### src/rtl/fecc_pkg.sv
package fecc_pkg;
  localparam int unsigned NUM_FLAGS  = 2;
  localparam int unsigned STAT_W     = 8;
  localparam int unsigned SGL_IDX    = 0;
  localparam int unsigned DBL_IDX    = 1;

  typedef logic [NUM_FLAGS-1:0] flag_vec_t;
endpackage

### src/rtl/fecc_event.sv
module fecc_event
  import fecc_pkg::*;
(
  input  logic      clk_i,
  input  logic      rst_ni,
  input  logic      rd_done_i,
  input  logic      ecc_sbe_i,
  input  logic      ecc_dbe_i,
  input  logic      blk_busy_i,
  input  logic      ign_sbe_i,
  output flag_vec_t set_o
);
  logic collide, dbl_hit, sgl_hit;

  always_comb begin
    collide = rd_done_i & blk_busy_i;
    dbl_hit = rd_done_i & ~blk_busy_i & ecc_dbe_i;
    // double wins over single; mask only affects a real single fault
    sgl_hit = rd_done_i & ~blk_busy_i & ~ecc_dbe_i & ecc_sbe_i & ~ign_sbe_i;
    set_o          = '0;
    set_o[DBL_IDX] = collide | dbl_hit;
    set_o[SGL_IDX] = collide | sgl_hit;
  end


  pair_only_on_collision_chk: assert property (@(posedge clk_i) disable iff (!rst_ni)
    (set_o[DBL_IDX] && set_o[SGL_IDX]) |-> (rd_done_i && blk_busy_i));


  masked_single_chk: assert property (@(posedge clk_i) disable iff (!rst_ni)
    (ign_sbe_i && !blk_busy_i) |-> !set_o[SGL_IDX]);
endmodule

### src/rtl/fecc_flag_cell.sv
module fecc_flag_cell (
  input  logic clk_i,
  input  logic rst_ni,
  input  logic set_i,
  input  logic clr_i,
  input  logic en_i,
  output logic flag_o,
  output logic irq_o
);
  logic flag_q;

  always_ff @(posedge clk_i or negedge rst_ni) begin
    if (!rst_ni)     flag_q <= 1'b0;
    else if (set_i)  flag_q <= 1'b1;   // set beats clear
    else if (clr_i)  flag_q <= 1'b0;
  end

  assign flag_o = flag_q;
  assign irq_o  = flag_q & en_i;


  set_wins_chk: assert property (@(posedge clk_i) disable iff (!rst_ni)
    set_i |=> flag_o);


  clear_takes_chk: assert property (@(posedge clk_i) disable iff (!rst_ni)
    (clr_i && !set_i) |=> !flag_o);


  hold_chk: assert property (@(posedge clk_i) disable iff (!rst_ni)
    (!clr_i && !set_i) |=> $stable(flag_o));
endmodule

### src/rtl/fecc_flags.sv
module fecc_flags
  import fecc_pkg::*;
(
  input  logic                 clk_i,
  input  logic                 rst_ni,
  input  logic                 rd_done_i,
  input  logic                 ecc_sbe_i,
  input  logic                 ecc_dbe_i,
  input  logic                 blk_busy_i,
  input  logic                 ign_sbe_i,
  input  logic                 wr_en_i,
  input  logic [STAT_W-1:0]    wr_data_i,
  input  logic [NUM_FLAGS-1:0] irq_en_i,
  output logic [STAT_W-1:0]    status_o,
  output logic [NUM_FLAGS-1:0] irq_o
);
  flag_vec_t set_v, clr_v, flag_v;

  fecc_event u_event (
    .clk_i      (clk_i),
    .rst_ni     (rst_ni),
    .rd_done_i  (rd_done_i),
    .ecc_sbe_i  (ecc_sbe_i),
    .ecc_dbe_i  (ecc_dbe_i),
    .blk_busy_i (blk_busy_i),
    .ign_sbe_i  (ign_sbe_i),
    .set_o      (set_v)
  );

  for (genvar g = 0; g < NUM_FLAGS; g++) begin : g_flag
    assign clr_v[g] = wr_en_i & wr_data_i[g];
    fecc_flag_cell u_cell (
      .clk_i  (clk_i),
      .rst_ni (rst_ni),
      .set_i  (set_v[g]),
      .clr_i  (clr_v[g]),
      .en_i   (irq_en_i[g]),
      .flag_o (flag_v[g]),
      .irq_o  (irq_o[g])
    );
  end

  always_comb begin
    status_o                = '0;
    status_o[NUM_FLAGS-1:0] = flag_v;
  end


  collision_both_chk: assert property (@(posedge clk_i) disable iff (!rst_ni)
    (rd_done_i && blk_busy_i) |=> (status_o[DBL_IDX] && status_o[SGL_IDX]));


  dbl_sets_chk: assert property (@(posedge clk_i) disable iff (!rst_ni)
    (rd_done_i && ecc_dbe_i) |=> status_o[DBL_IDX]);
endmodule

### config.mk
export PLATFORM = sky130hd
export DESIGN_NAME = fecc_flags
export DESIGN_NICKNAME = d
export VERILOG_FILES = /design/src/rtl/fecc_pkg.sv /design/src/rtl/fecc_event.sv /design/src/rtl/fecc_flag_cell.sv /design/src/rtl/fecc_flags.sv
export SDC_FILE = /design/constraint.sdc
export NUM_CORES = 1
export LEC_CHECK = 0
export BUFFER_PORTS_ARGS = -buffer_cell sky130_fd_sc_hd__buf_4
export CAP_MARGIN = 5
export CORE_AREA = 3 3 40 42
export CTS_CLUSTER_DIAMETER = 200
export DETAILED_ROUTE_END_ITERATION = 6
export DIE_AREA = 0 0 43 45
export GPL_ROUTABILITY_DRIVEN = 0
export SLEW_MARGIN = 10
export SYNTH_ARGS = -nofsm -noshare
export SYNTH_HDL_FRONTEND = slang
export SYNTH_SLANG_ARGS = --single-unit
### constraint.sdc
create_clock -name clk_i -period 2.1 [get_ports clk_i]
set_input_delay 0.105 -clock clk_i [delete_from_list [all_inputs] [get_ports clk_i]]
set_output_delay 0.105 -clock clk_i [all_outputs]
set_load 0.02 [all_outputs]
======== Yosys cells after proc, flatten, opt, wreduce, memory -nomap -nowiden ========
Index checks and enable logic that the tools add are counted.
operators by class
  multiplexer cells ....................... 4
  bitwise logic cells ..................... 15
  reduce and logical (&&, ||, !) cells .... 2
operators with widths
  cell                count
  AND 1 bit           10
  2-to-1 mux 1 bit    4
  nonzero test 2 bit  2
  inverter 1 bit      3
  OR 1 bit            2
storage, ports and cells
  register bits after elaboration ......... 2
  bits of input ports ..................... 18
  logic and storage cells ................. 23

======== Logic depth before layout (Yosys ltp) ========
Gate-level depths: netlist (run 1).
  depth in word-level cells ............... 7
  depth in mapped cells ................... 2
  depth with buffers taken out ............ 2

======== Cells and area by module ========
A second synthesis (run 1) with hierarchy kept.
second synthesis, totals
  cell total of the unflattened synthesis .. 20
  area, all modules ....................... 173.9 µm²
by module, submodules not included
  module          times used  cells each  area an instance (µm²)
  fecc_flag_cell  2           4           42.5
  fecc_flags      1           9           61.3
  fecc_event      1           3           27.5

======== Worst setup path before layout (run 1) ========
No wires, ideal clock.
  path kind ............................... reg-to-reg
  start ................................... reg g_flag[0].u_cell.flag_o (netlist name)
  end ..................................... reg g_flag[0].u_cell.flag_q
  arrival ................................. 0.661 ns
  data required time ...................... 1.974 ns
  setup slack ............................. 1.313 ns
  cell stages (with the launch flop) ...... 2
  period minus slack after synthesis ...... 0.787 ns
  cells stage by stage .................... dfrtp_1 > a221o_1
RTL lines
  what                  line                  source
  to (signal assigned)  fecc_flag_cell.sv:13  if (!rst_ni) flag_q <= 1'b0;
  to (signal assigned)  fecc_flag_cell.sv:14  else if (set_i) flag_q <= 1'b1;
  to (signal assigned)  fecc_flag_cell.sv:15  else if (clr_i) flag_q <= 1'b0;
  to (decl)             fecc_flag_cell.sv:10  logic flag_q;

======== Worst setup path after layout (run 1) ========
  start ................................... reg g_flag[0].u_cell.flag_q
  end ..................................... out irq_o[0]
on the way
  cells in the longest elaborated chain, start to end .. 1
ends and longest elaborated chain
  what       line                  source
  AND 1 bit  fecc_flag_cell.sv:19  assign irq_o = flag_q & en_i;
  to (decl)  fecc_flags.sv:15      output logic [NUM_FLAGS-1:0] irq_o
Every way passes these cells.

==> results of run 1 <==
layer usage:
| layer | track usage, % | share of wire (%) | vias to the layer above | wire (µm) |
|---|---|---|---|---|
| met5 | 0 | 0 | - | 0 |
| met2 | 5.389 | 33 | 21 | 135 |
| met4 | 9.036 | 3.7 | 0 | 15 |
| met1 | 5.301 | 38 | 64 | 152 |
| li1 | - | - | 83 | - |
| met3 | 3.187 | 25 | 2 | 101 |
logic make-up (layout without fill, tap and decap cells):
group | Yosys count | after routing | synth area share [%]
simple gates | 5 | 5 | 17.45
compound gates | 3 | 3 | 13.42
buf+inv | 10 | 19 | 40.27
other cells | 1 | 6 | 2.011
flops | 2 | 2 | 26.85
power by group:
| part | switching [mW] | total [mW] | leakage (nW) | internal (mW) |
|---|---|---|---|---|
| sequential | 0.00350 | 0.0467 | 0.0216 | 0.0432 |
| combinational | 0.0291 | 0.0598 | 0.121 | 0.0307 |
| clock | 0.0222 | 0.0852 | 0.0138 | 0.0630 |
placed cells by master (no fill, tap or decap), drive strengths merged:
cell type / n
a21bo: 1
a221o: 1
and2: 2
dfrtp: 2
and4bb: 1
buf: 15
conb: 6
nand2: 2
clkbuf: 3
o21ai: 1
dlygate4sd3: 1
synth_stat cells (all sizes together):
library cell | instances | share of area (%)
dfrtp | 2 | 27
buf | 10 | 40
o21ai | 1 | 2.7
a221o | 1 | 5.4
a21bo | 1 | 5.4
and2 | 2 | 6.7
nand2 | 2 | 4.0
and4bb | 1 | 6.7
conb | 1 | 2.0
worst paths after layout:
path	to	slack [ns]	cells past startpoint
max	irq_o[0]	1.07	2
min	g_flag[1].u_cell.flag_o$_DFFE_PN0P_	0.12	3
max reg2reg	g_flag[0].u_cell.flag_o$_DFFE_PN0P_	1.27	1
min reg2reg	g_flag[0].u_cell.flag_o$_DFFE_PN0P_	0.54	1
max in group asynchronous	g_flag[1].u_cell.flag_o$_DFFE_PN0P_	1.80	2
min in group asynchronous	g_flag[0].u_cell.flag_o$_DFFE_PN0P_	0.21	2
worst max-delay path, delay by kind of cell (launching register included):
family                 cells  cell delay (ns)
buffers and inverters      1             0.15
flip-flops                 1             0.39
AND/OR/NAND/NOR            1             0.16
stage by stage:
stage,setup slack (ns),instance area (µm²)
final,1.071,294.0
after global routing,1.020,294.0
after CTS,1.058,294.0
after detailed placement,1.277,261.5
after global placement,1.278,261.5
after floorplan,1.313,205.2
layout make-up:
cell class | count | area [µm²]
well taps | 15 | 18.77
clock buffers | 3 | 22.52
repair buffers | 16 | 122.6
fillers | 146 | 991.0
flip-flops and latches | 2 | 50.05
multi-input cells | 14 | 80.08
what timing repair did:
action                    4_1_cts  5_1_grt
hold buffers                    1        0
hold endpoints to repair        2        0
resized for setup               0        0
==> metrics.csv, run 1 <==
metric,value,unit
post-route insts no fill,50,
Final Hold Viols,0,
CP peak stage delay,0.39,ns
DR vias,170,
Worst Setup Path Type,flop to output port,
register area share after synthesis,26.85,%
Leakage,0.1567,nW
Avg WL per Cell,8.080,µm
initial antenna violation count,0,
DRT Pass-1 Iters,2,
critical path arrival,0.92,ns
synthesized area per cell,8.878,µm²
DRC Markers,0,
crit path launch,g_flag[0].u_cell.flag_o$_DFFE_PN0P_,
share of cells above drive strength 1,54.29,%
Max VDD drop,0.1310,mV
placed cells,46,
CP required,2.00,ns
# Post-CTS Setup Buffers,0,
Syn Std Cell Area,186.4,µm²
Slowest cell on crit path,dfrtp_1,
total routed wirelength,404,µm
grt total ovfl,0,
area added between synthesis and finish,57.72,%
Worst Hold Class,input pin to flop,
status,completed,
skew final,0,ns
minimum clock period,1.029,ns
period utilisation layout,49.02,%
Synth Register Bits,2,
critical-path cell list,"and2_1, buf_4",
Die Y,45,µm
die area,1935,µm²
# clock sinks,2,
crit start category,flop,
RSZ-0062 raised after global routing,no,
Achievable Freq,0.9714,GHz
overall routing resource usage,5.246,%
H-tree depth,1,
Die X-Extent,43,µm
setup_tns,0,ns
Crit Path Max Fanout,3,
via count of the first global-routing pass,162,
Mapped Cells,21,
Slew Limit Fails,0,
synth unique cells,9,
antenna fix cells,0,
Max Cap Violations,0,
power density over the cells,651.9,nW/µm²
Placeable Area,1285,µm²
Synth warnings,0,
I/O pin cnt,28,
pin count of the biggest net entering global routing,4,
max FFs per register,2,
1st-iter DRT viols,2,
root buffer cell,clkbuf_4,
Vias per Instance,3.400,
Num CTS Buffers,3,
post-layout util,22.88,%
Hold WS,0.1202,ns
first-pass GRT wire length,634,µm
PortBufs,15,
CTS tree,done,
total power,0.1917,mW
Worst Hold Launch,blk_busy_i,
Critical Path End Type,output port,
Initial Util,14.51,%
number of core rows,13,
worst skew pair latency,0.22,ns
Worst-path clk slew,0.03,ns
worst-case clock buffer depth,2,
RR Startpoint,g_flag[0].u_cell.flag_o$_DFFE_PN0P_,
Antenna Nets Post-Route,0,
endpoints failing setup,0,
final layout net count,55,
(Power assumes the default switching activity.)
==> run 2, diff against run 1 <==
--- a/config.mk
+++ b/config.mk
@@ -5,6 +5,7 @@
 export SDC_FILE = /design/constraint.sdc
 export NUM_CORES = 1
 export LEC_CHECK = 0
+export ABC_AREA = 1
 export BUFFER_PORTS_ARGS = -buffer_cell sky130_fd_sc_hd__buf_4
 export CAP_MARGIN = 5
 export CORE_AREA = 3 3 40 42
==> constraint.sdc (replaced) <==
create_clock -name clk_i -period 1 [get_ports clk_i]
set_input_delay 0.05 -clock clk_i [delete_from_list [all_inputs] [get_ports clk_i]]
set_output_delay 0.05 -clock clk_i [all_outputs]
set_load 0.02 [all_outputs]
==> run 2 against run 1 <==
Net effect: hold slack got worse by 0.042 ns; clock skew did not move; clock power rose by 110%; cell area rose by 4.3%; via count rose by 20%; global-route usage fell by 0.16 points; largest power group unchanged.
==> metrics.csv, run 2 <==
metric,value,unit,change
status,completed,,unchanged
Placeable Area,1285,µm²,unchanged
power density over the cells,1334,nW/µm²,was 651.9 nW/µm²
DR vias,204,,was 170
"EDFF count, synth",0,,unchanged
CP peak stage delay,0.38,ns,was 0.39 ns
die area,1935,µm²,unchanged
# clock sinks,2,,unchanged
Crit Path Max Fanout,3,,unchanged
sw frac,30.76,%,was 28.59%
Slew Limit Fails,0,,unchanged
H-tree depth,1,,unchanged
overall routing resource usage,5.083,%,was 5.246%
ranking of synthesized cells by area,"buf_4 38%, dfrtp_1 25%, nand2_1 19%",,"was buf_4 40%, dfrtp_1 27%, and2_1 6.7%"
first-pass GRT wire length,607,µm,was 634 µm
Max VDD drop,0.3934,mV,was 0.1310 mV
area share of xor/xnor cells in the synthesized design,0,%,unchanged
cts repair resizes,0,,unchanged
Initial Util,15.48,%,was 14.51%
critical-path cell list,"nand2_1, inv_1, buf_4",,"was and2_1, buf_4"
DRT Pass-1 Iters,4,,was 2
"delay-heaviest family, CP",flip-flops,,unchanged
Mapped Cells,31,,was 21
"Primary FF master, synth",dfrtp_1,,unchanged
Leakage,0.1914,nW,was 0.1567 nW
Placed Area,274.0,µm²,was 261.5 µm²
post-layout util,23.86,%,was 22.88%
"commonest non-fill, non-tap cell in the layout",buf_4,,unchanged
Seq pwr share,23.8,%,was 24.3%
crit start category,flop,,unchanged
critical path arrival,0.85,ns,was 0.92 ns
Vias per Instance,3.400,,unchanged
register area share after synthesis,25.16,%,was 26.85%
area added between synthesis and finish,54.09,%,was 57.72%
Simple-Gate Fraction of Synth Area,25.16,%,was 17.45%
worst path bufs/invs,2,,was 1
Worst-path clk slew,0.03,ns,about the same
Synth Register Bits,2,,unchanged
Clk network pwr share,44.2,%,was 44.5%
PortBufs,15,,unchanged
number of core rows,13,,unchanged
internal power,0.2831,mW,was 0.1369 mW
final layout net count,65,,was 55
Synth top cells by count,"10 x buf_4, 10 x nand2_1, 4 x inv_1",,"was 10 x buf_4, 2 x and2_1, 2 x dfrtp_1, 2 x nand2_1"
Slowest cell on crit path,dfrtp_1,,unchanged
Synth warnings,0,,unchanged
Final Hold Viols,0,,unchanged
Worst Setup Path Type,flop to output port,,unchanged
synth unique cells,8,,was 9
Antenna Nets Post-Route,0,,unchanged
period utilisation layout,90.19,%,
Synth top area share,37.74,%,was 40.27%
Die X-Extent,43,µm,unchanged
Max Cap Violations,0,,unchanged
Syn Std Cell Area,198.9,µm²,was 186.4 µm²
root buffer cell,clkbuf_4,,unchanged
via count of the first global-routing pass,151,,was 162
endpoints failing setup,0,,unchanged
Yosys top cell by area,buf_4,,unchanged
Achievable Freq,1.109,GHz,
total routed wirelength,435,µm,was 404 µm
skew final,0,ns,unchanged
post-synthesis compound-gate area fraction,2.516,%,was 13.42%
asr flop ratio synth,100.0,%,unchanged
worst-case clock buffer depth,2,,unchanged
Comb pwr share,32.0,%,was 31.2%
RSZ-0062 raised after global routing,no,,unchanged
I/O pin cnt,28,,unchanged
DRC Markers,0,,unchanged
synthesized area per cell,6.417,µm²,was 8.878 µm²
CP required,0.95,ns,was 2.00 ns
grt total ovfl,0,,unchanged
Worst Hold Class,input pin to flop,,unchanged
Num CTS Buffers,3,,unchanged
Post-Synth Adder-Cell Area,0,%,unchanged
FILL cells,142,,was 146
max FFs per register,2,,unchanged
setup_tns,0,ns,unchanged
Die Y,45,µm,unchanged
worst skew pair latency,0.22,ns,about the same
pin count of the biggest net entering global routing,4,,unchanged
1st-iter DRT viols,2,,unchanged
Critical Path End Type,output port,,unchanged
mux contribution to synthesized area,0,%,unchanged
share of cells above drive strength 1,40.00,%,was 54.29%
largest family of logic cells by synthesized area,buffers and inverters,,unchanged
most frequent cells in the layout,"15 x buf_4, 10 x nand2_1, 6 x conb_1, 4 x inv_1, 3 x clkbuf_4",,"was 15 x buf_4, 6 x conb_1, 3 x clkbuf_4"
Avg WL per Cell,7.250,µm,was 8.080 µm
minimum clock period,0.9019,ns,
P_sw,0.1258,mW,was 0.05481 mW
CTS tree,done,,unchanged
initial antenna violation count,0,,unchanged
fin area,306.5,µm²,was 294.0 µm²
antenna fix cells,0,,unchanged
-- run 2: final timing paths --
kind | cells past startpoint | endpoint | slack, ns | start
worst max-delay path | 3 | irq_o[1] | 0.1 | g_flag[1].u_cell.flag_o$_DFFE_PN0P_
max in group asynchronous | 2 | g_flag[1].u_cell.flag_o$_DFFE_PN0P_ | 0.76 | rst_ni
worst max register to register | 4 | g_flag[0].u_cell.flag_o$_DFFE_PN0P_ | 0.28 | g_flag[0].u_cell.flag_o$_DFFE_PN0P_
min in group asynchronous | 2 | g_flag[0].u_cell.flag_o$_DFFE_PN0P_ | 0.15 | rst_ni
worst min register to register | 2 | g_flag[1].u_cell.flag_o$_DFFE_PN0P_ | 0.53 | g_flag[1].u_cell.flag_o$_DFFE_PN0P_
worst min-delay path | 3 | g_flag[1].u_cell.flag_o$_DFFE_PN0P_ | 0.08 | blk_busy_i
-- run 2: cell families after synthesis --
group,count (synthesis)
flip-flops,2
AND/OR/NAND/NOR,13
buffers and inverters,14
AO/OA/AOI/OAI,1
other,1
-- run 2: repair_timing --
action | 4_1_cts | 5_1_grt
endpoints found under the hold margin | 2 | 0
hold buffers | 1 | 0
buffers inserted | 0 | 0
setup endpoints to repair | 0 | 0
-- run 2: per-stage QoR --
stage	power [mW]	instances	hold WS (ns)	setup slack, ns
finish	0.4089	60	0.07790	0.09808
detailed placement	0.2253	56	-0.1662	0.2946
global route	0.4455	60	0.08771	0.03531
global placement	0.2235	56	-0.1679	0.3037
CTS	0.4266	60	0.06194	0.08170
floorplan	0.2009	36	-0.2456	0.3474
-- run 2: worst reg2reg max path, delay by kind of cell (launching register included) --
kind | cells | cell delay, ns
buf+inv | 1 | 0.05
flops | 1 | 0.38
simple gates | 3 | 0.18
-- run 2: final cells by class --
| type | count | area (µm²) | share of cell area (%) |
|---|---|---|---|
| Clock buffer | 3 | 22.52 | 7.347 |
| Inverter | 4 | 15.01 | 4.898 |
| Multi-Input combinational cell | 20 | 77.57 | 25.31 |
| Sequential cell | 2 | 50.05 | 16.33 |
| Tap cell | 15 | 18.77 | 6.122 |
| Timing Repair Buffer | 16 | 122.6 | 40.00 |
-- run 2: metal layers --
metal,track usage [%],vias up,wire [µm],part of all wire [%]
met2,4.790,23,153,35
met4,7.229,0,0,0
met5,0,-,0,0
li1,-,102,-,-
met1,5.072,79,144,33
met3,4.781,0,137,31
-- run 2: power groups by stage --
stage / clock network, mW / registers [mW] / logic, mW
finish: 0.181 / 0.0972 / 0.131
global route: 0.205 / 0.0985 / 0.142
CTS: 0.199 / 0.0973 / 0.130
detailed placement: 0 / 0.0983 / 0.127
global placement: 0 / 0.0982 / 0.125
floorplan: 0 / 0.0967 / 0.104
==> run 3, diff against run 2 <==
--- a/config.mk
+++ b/config.mk
@@ -13,6 +13,7 @@
 export DETAILED_ROUTE_END_ITERATION = 6
 export DIE_AREA = 0 0 43 45
 export GPL_ROUTABILITY_DRIVEN = 0
+export GPL_TIMING_DRIVEN = 0
 export SLEW_MARGIN = 10
 export SYNTH_ARGS = -nofsm -noshare
 export SYNTH_HDL_FRONTEND = slang
==> constraint.sdc (replaced) <==
create_clock -name clk_i -period 1.1 [get_ports clk_i]
set_input_delay 0.055 -clock clk_i [delete_from_list [all_inputs] [get_ports clk_i]]
set_output_delay 0.055 -clock clk_i [all_outputs]
set_load 0.02 [all_outputs]
==> run 3 against run 2 <==
Net effect: power fell by 1.2%; core utilization grew 5.8 points; clock skew did not move; combinational power is 18% higher; sequential cell count did not move; register-to-register slack better by 0.11 ns; hold slack better by 0.010 ns; critical path depth is 1 higher; setup slack worse by 0.016 ns; sequential share of layout area decreased by 3.2 points; die area stayed put; critical path type unchanged.
==> metrics.csv, run 3 (synthesis results as in run 2) <==
metric,value,unit,change
Placeable Area,1285,µm²,unchanged
status,completed,,unchanged
Vias per Instance,3.157,,was 3.400
Seq pwr share,21.8,%,was 23.8%
"commonest non-fill, non-tap cell in the layout",buf_4,,unchanged
H-tree depth,1,,unchanged
Max VDD drop,0.2911,mV,was 0.3934 mV
Die X-Extent,43,µm,unchanged
Worst Hold Class,input pin to flop,,unchanged
Crit Path Max Fanout,3,,unchanged
Setup WS pre-CTS,0.3071,ns,was 0.2946 ns
Die Y,45,µm,unchanged
placed cells,66,,was 56
Placed Area,349.1,µm²,was 274.0 µm²
CP peak stage delay,0.38,ns,about the same
total power,0.4041,mW,was 0.4089 mW
Critical Path End Type,output port,,unchanged
Num CTS Buffers,3,,unchanged
Worst Setup Path Type,flop to output port,,unchanged
first-pass GRT wire length,572,µm,was 607 µm
pin count of the biggest net entering global routing,4,,unchanged
antenna fix cells,0,,unchanged
minimum clock period,1.017,ns,
DR vias,221,,was 204
root buffer cell,clkbuf_4,,unchanged
PortBufs,15,,unchanged
Hold WS,0.08836,ns,was 0.07790 ns
# clock sinks,2,,unchanged
Worst-path clk slew,0.03,ns,about the same
most frequent cells in the layout,"25 x buf_4, 10 x nand2_1, 6 x conb_1, 4 x inv_1, 3 x clkbuf_4",,"was 15 x buf_4, 10 x nand2_1, 6 x conb_1, 4 x inv_1, 3 x clkbuf_4"
FILL cells,142,,unchanged
period utilisation layout,92.50,%,
critical-path cell list,"nand2_1, inv_1, buf_4, buf_4",,"was nand2_1, inv_1, buf_4"
Slowest cell on crit path,dfrtp_1,,unchanged
Avg WL per Cell,6.414,µm,was 7.250 µm
power density over the cells,1059,nW/µm²,was 1334 nW/µm²
Leakage,0.2435,nW,was 0.1914 nW
final layout net count,75,,was 65
cts repair resizes,0,,unchanged
DRT Pass-1 Iters,2,,was 4
I/O pin cnt,28,,unchanged
max FFs per register,2,,unchanged
worst-case clock buffer depth,2,,unchanged
Final WS setup,0.08254,ns,was 0.09808 ns
overall routing resource usage,4.829,%,was 5.083%
area added between synthesis and finish,91.82,%,was 54.09%
share of cells above drive strength 1,50.91,%,was 40.00%
post-layout util,29.70,%,was 23.86%
grt total ovfl,0,,unchanged
Max Cap Violations,0,,unchanged
worst skew pair latency,0.22,ns,about the same
skew final,0,ns,unchanged
via count of the first global-routing pass,151,,unchanged
Initial Util,15.48,%,unchanged
RSZ-0062 raised after global routing,no,,unchanged
Most Frequent Cell on Critical Path,buf_4,,
post-route insts no fill,70,,was 60
internal power,0.2881,mW,was 0.2831 mW
die area,1935,µm²,unchanged
DRC Markers,0,,unchanged
fin area,381.6,µm²,was 306.5 µm²
initial antenna violation count,0,,unchanged
Slew Limit Fails,0,,unchanged
Comb pwr share,38.3,%,was 32.0%
number of core rows,13,,unchanged
CP required,1.04,ns,was 0.95 ns
Achievable Freq,0.9828,GHz,
sw frac,28.70,%,was 30.76%
post-DP HPWL,371.5,µm,
crit start category,flop,,unchanged
critical path arrival,0.96,ns,was 0.85 ns
Clk network pwr share,39.9,%,was 44.2%
1st-iter DRT viols,2,,unchanged
setup_tns,0,ns,unchanged
total routed wirelength,449,µm,was 435 µm
Antenna Nets Post-Route,0,,unchanged
Final Hold Viols,0,,unchanged
CTS tree,done,,unchanged
P_sw,0.1160,mW,was 0.1258 mW
endpoints failing setup,0,,unchanged
-- run 3: cell count changes in the layout (fill, tap and decap cells not counted), sizes merged --
| cell | before | now |
|---|---|---|
| buf | 15 | 25 |
-- run 3: layout make-up --
type | count | area [µm²] | area share, %
Timing Repair Buffer | 16 | 122.6 | 32.13
Multi-Input combinational cell | 20 | 77.57 | 20.33
Buffer | 10 | 75.07 | 19.67
Sequential cell | 2 | 50.05 | 13.11
Clock buffer | 3 | 22.52 | 5.902
Tap cell | 15 | 18.77 | 4.918
Inverter | 4 | 15.01 | 3.934
-- run 3: timing repair --
action / CTS / global route
hold buffers: 1 / 0
hold endpoints to repair: 2 / 0
setup buffers: 0 / 0
-- run 3: path summary, 6_finish.rpt --
kind	startpoint	depth (start not counted)	slack, ns	to
worst min-delay path	wr_data_i[1]	4	0.09	g_flag[1].u_cell.flag_o$_DFFE_PN0P_
worst max-delay path	g_flag[0].u_cell.flag_o$_DFFE_PN0P_	4	0.08	irq_o[0]
max in group asynchronous	rst_ni	2	0.84	g_flag[1].u_cell.flag_o$_DFFE_PN0P_
worst max register to register	g_flag[0].u_cell.flag_o$_DFFE_PN0P_	4	0.39	g_flag[0].u_cell.flag_o$_DFFE_PN0P_
min in group asynchronous	rst_ni	2	0.17	g_flag[0].u_cell.flag_o$_DFFE_PN0P_
worst min register to register	g_flag[1].u_cell.flag_o$_DFFE_PN0P_	2	0.51	g_flag[1].u_cell.flag_o$_DFFE_PN0P_
-- run 3: metal layers --
layer	GRT usage [%]	wire, µm	vias to the layer above
li1	-	-	123
met5	0	0	-
met4	7.229	8	0
met3	5.179	133	2
met2	3.293	152	19
met1	5.301	155	77
-- run 3: power by group through the flow --
stage / Combinational [mW] / Sequential [mW] / Clock, mW
2_1_floorplan: 0.0947 / 0.0879 / 0
3_3_place_gp: 0.151 / 0.0891 / 0
3_5_place_dp: 0.152 / 0.0894 / 0
4_1_cts: 0.155 / 0.0885 / 0.178
5_1_grt: 0.169 / 0.0897 / 0.177
6_report: 0.155 / 0.0882 / 0.161
-- run 3: critical path, delay by kind of cell, from the launching register on --
kind	cells	cell delay, ns
flops	1	0.38
buf+inv	3	0.28
simple gates	1	0.07
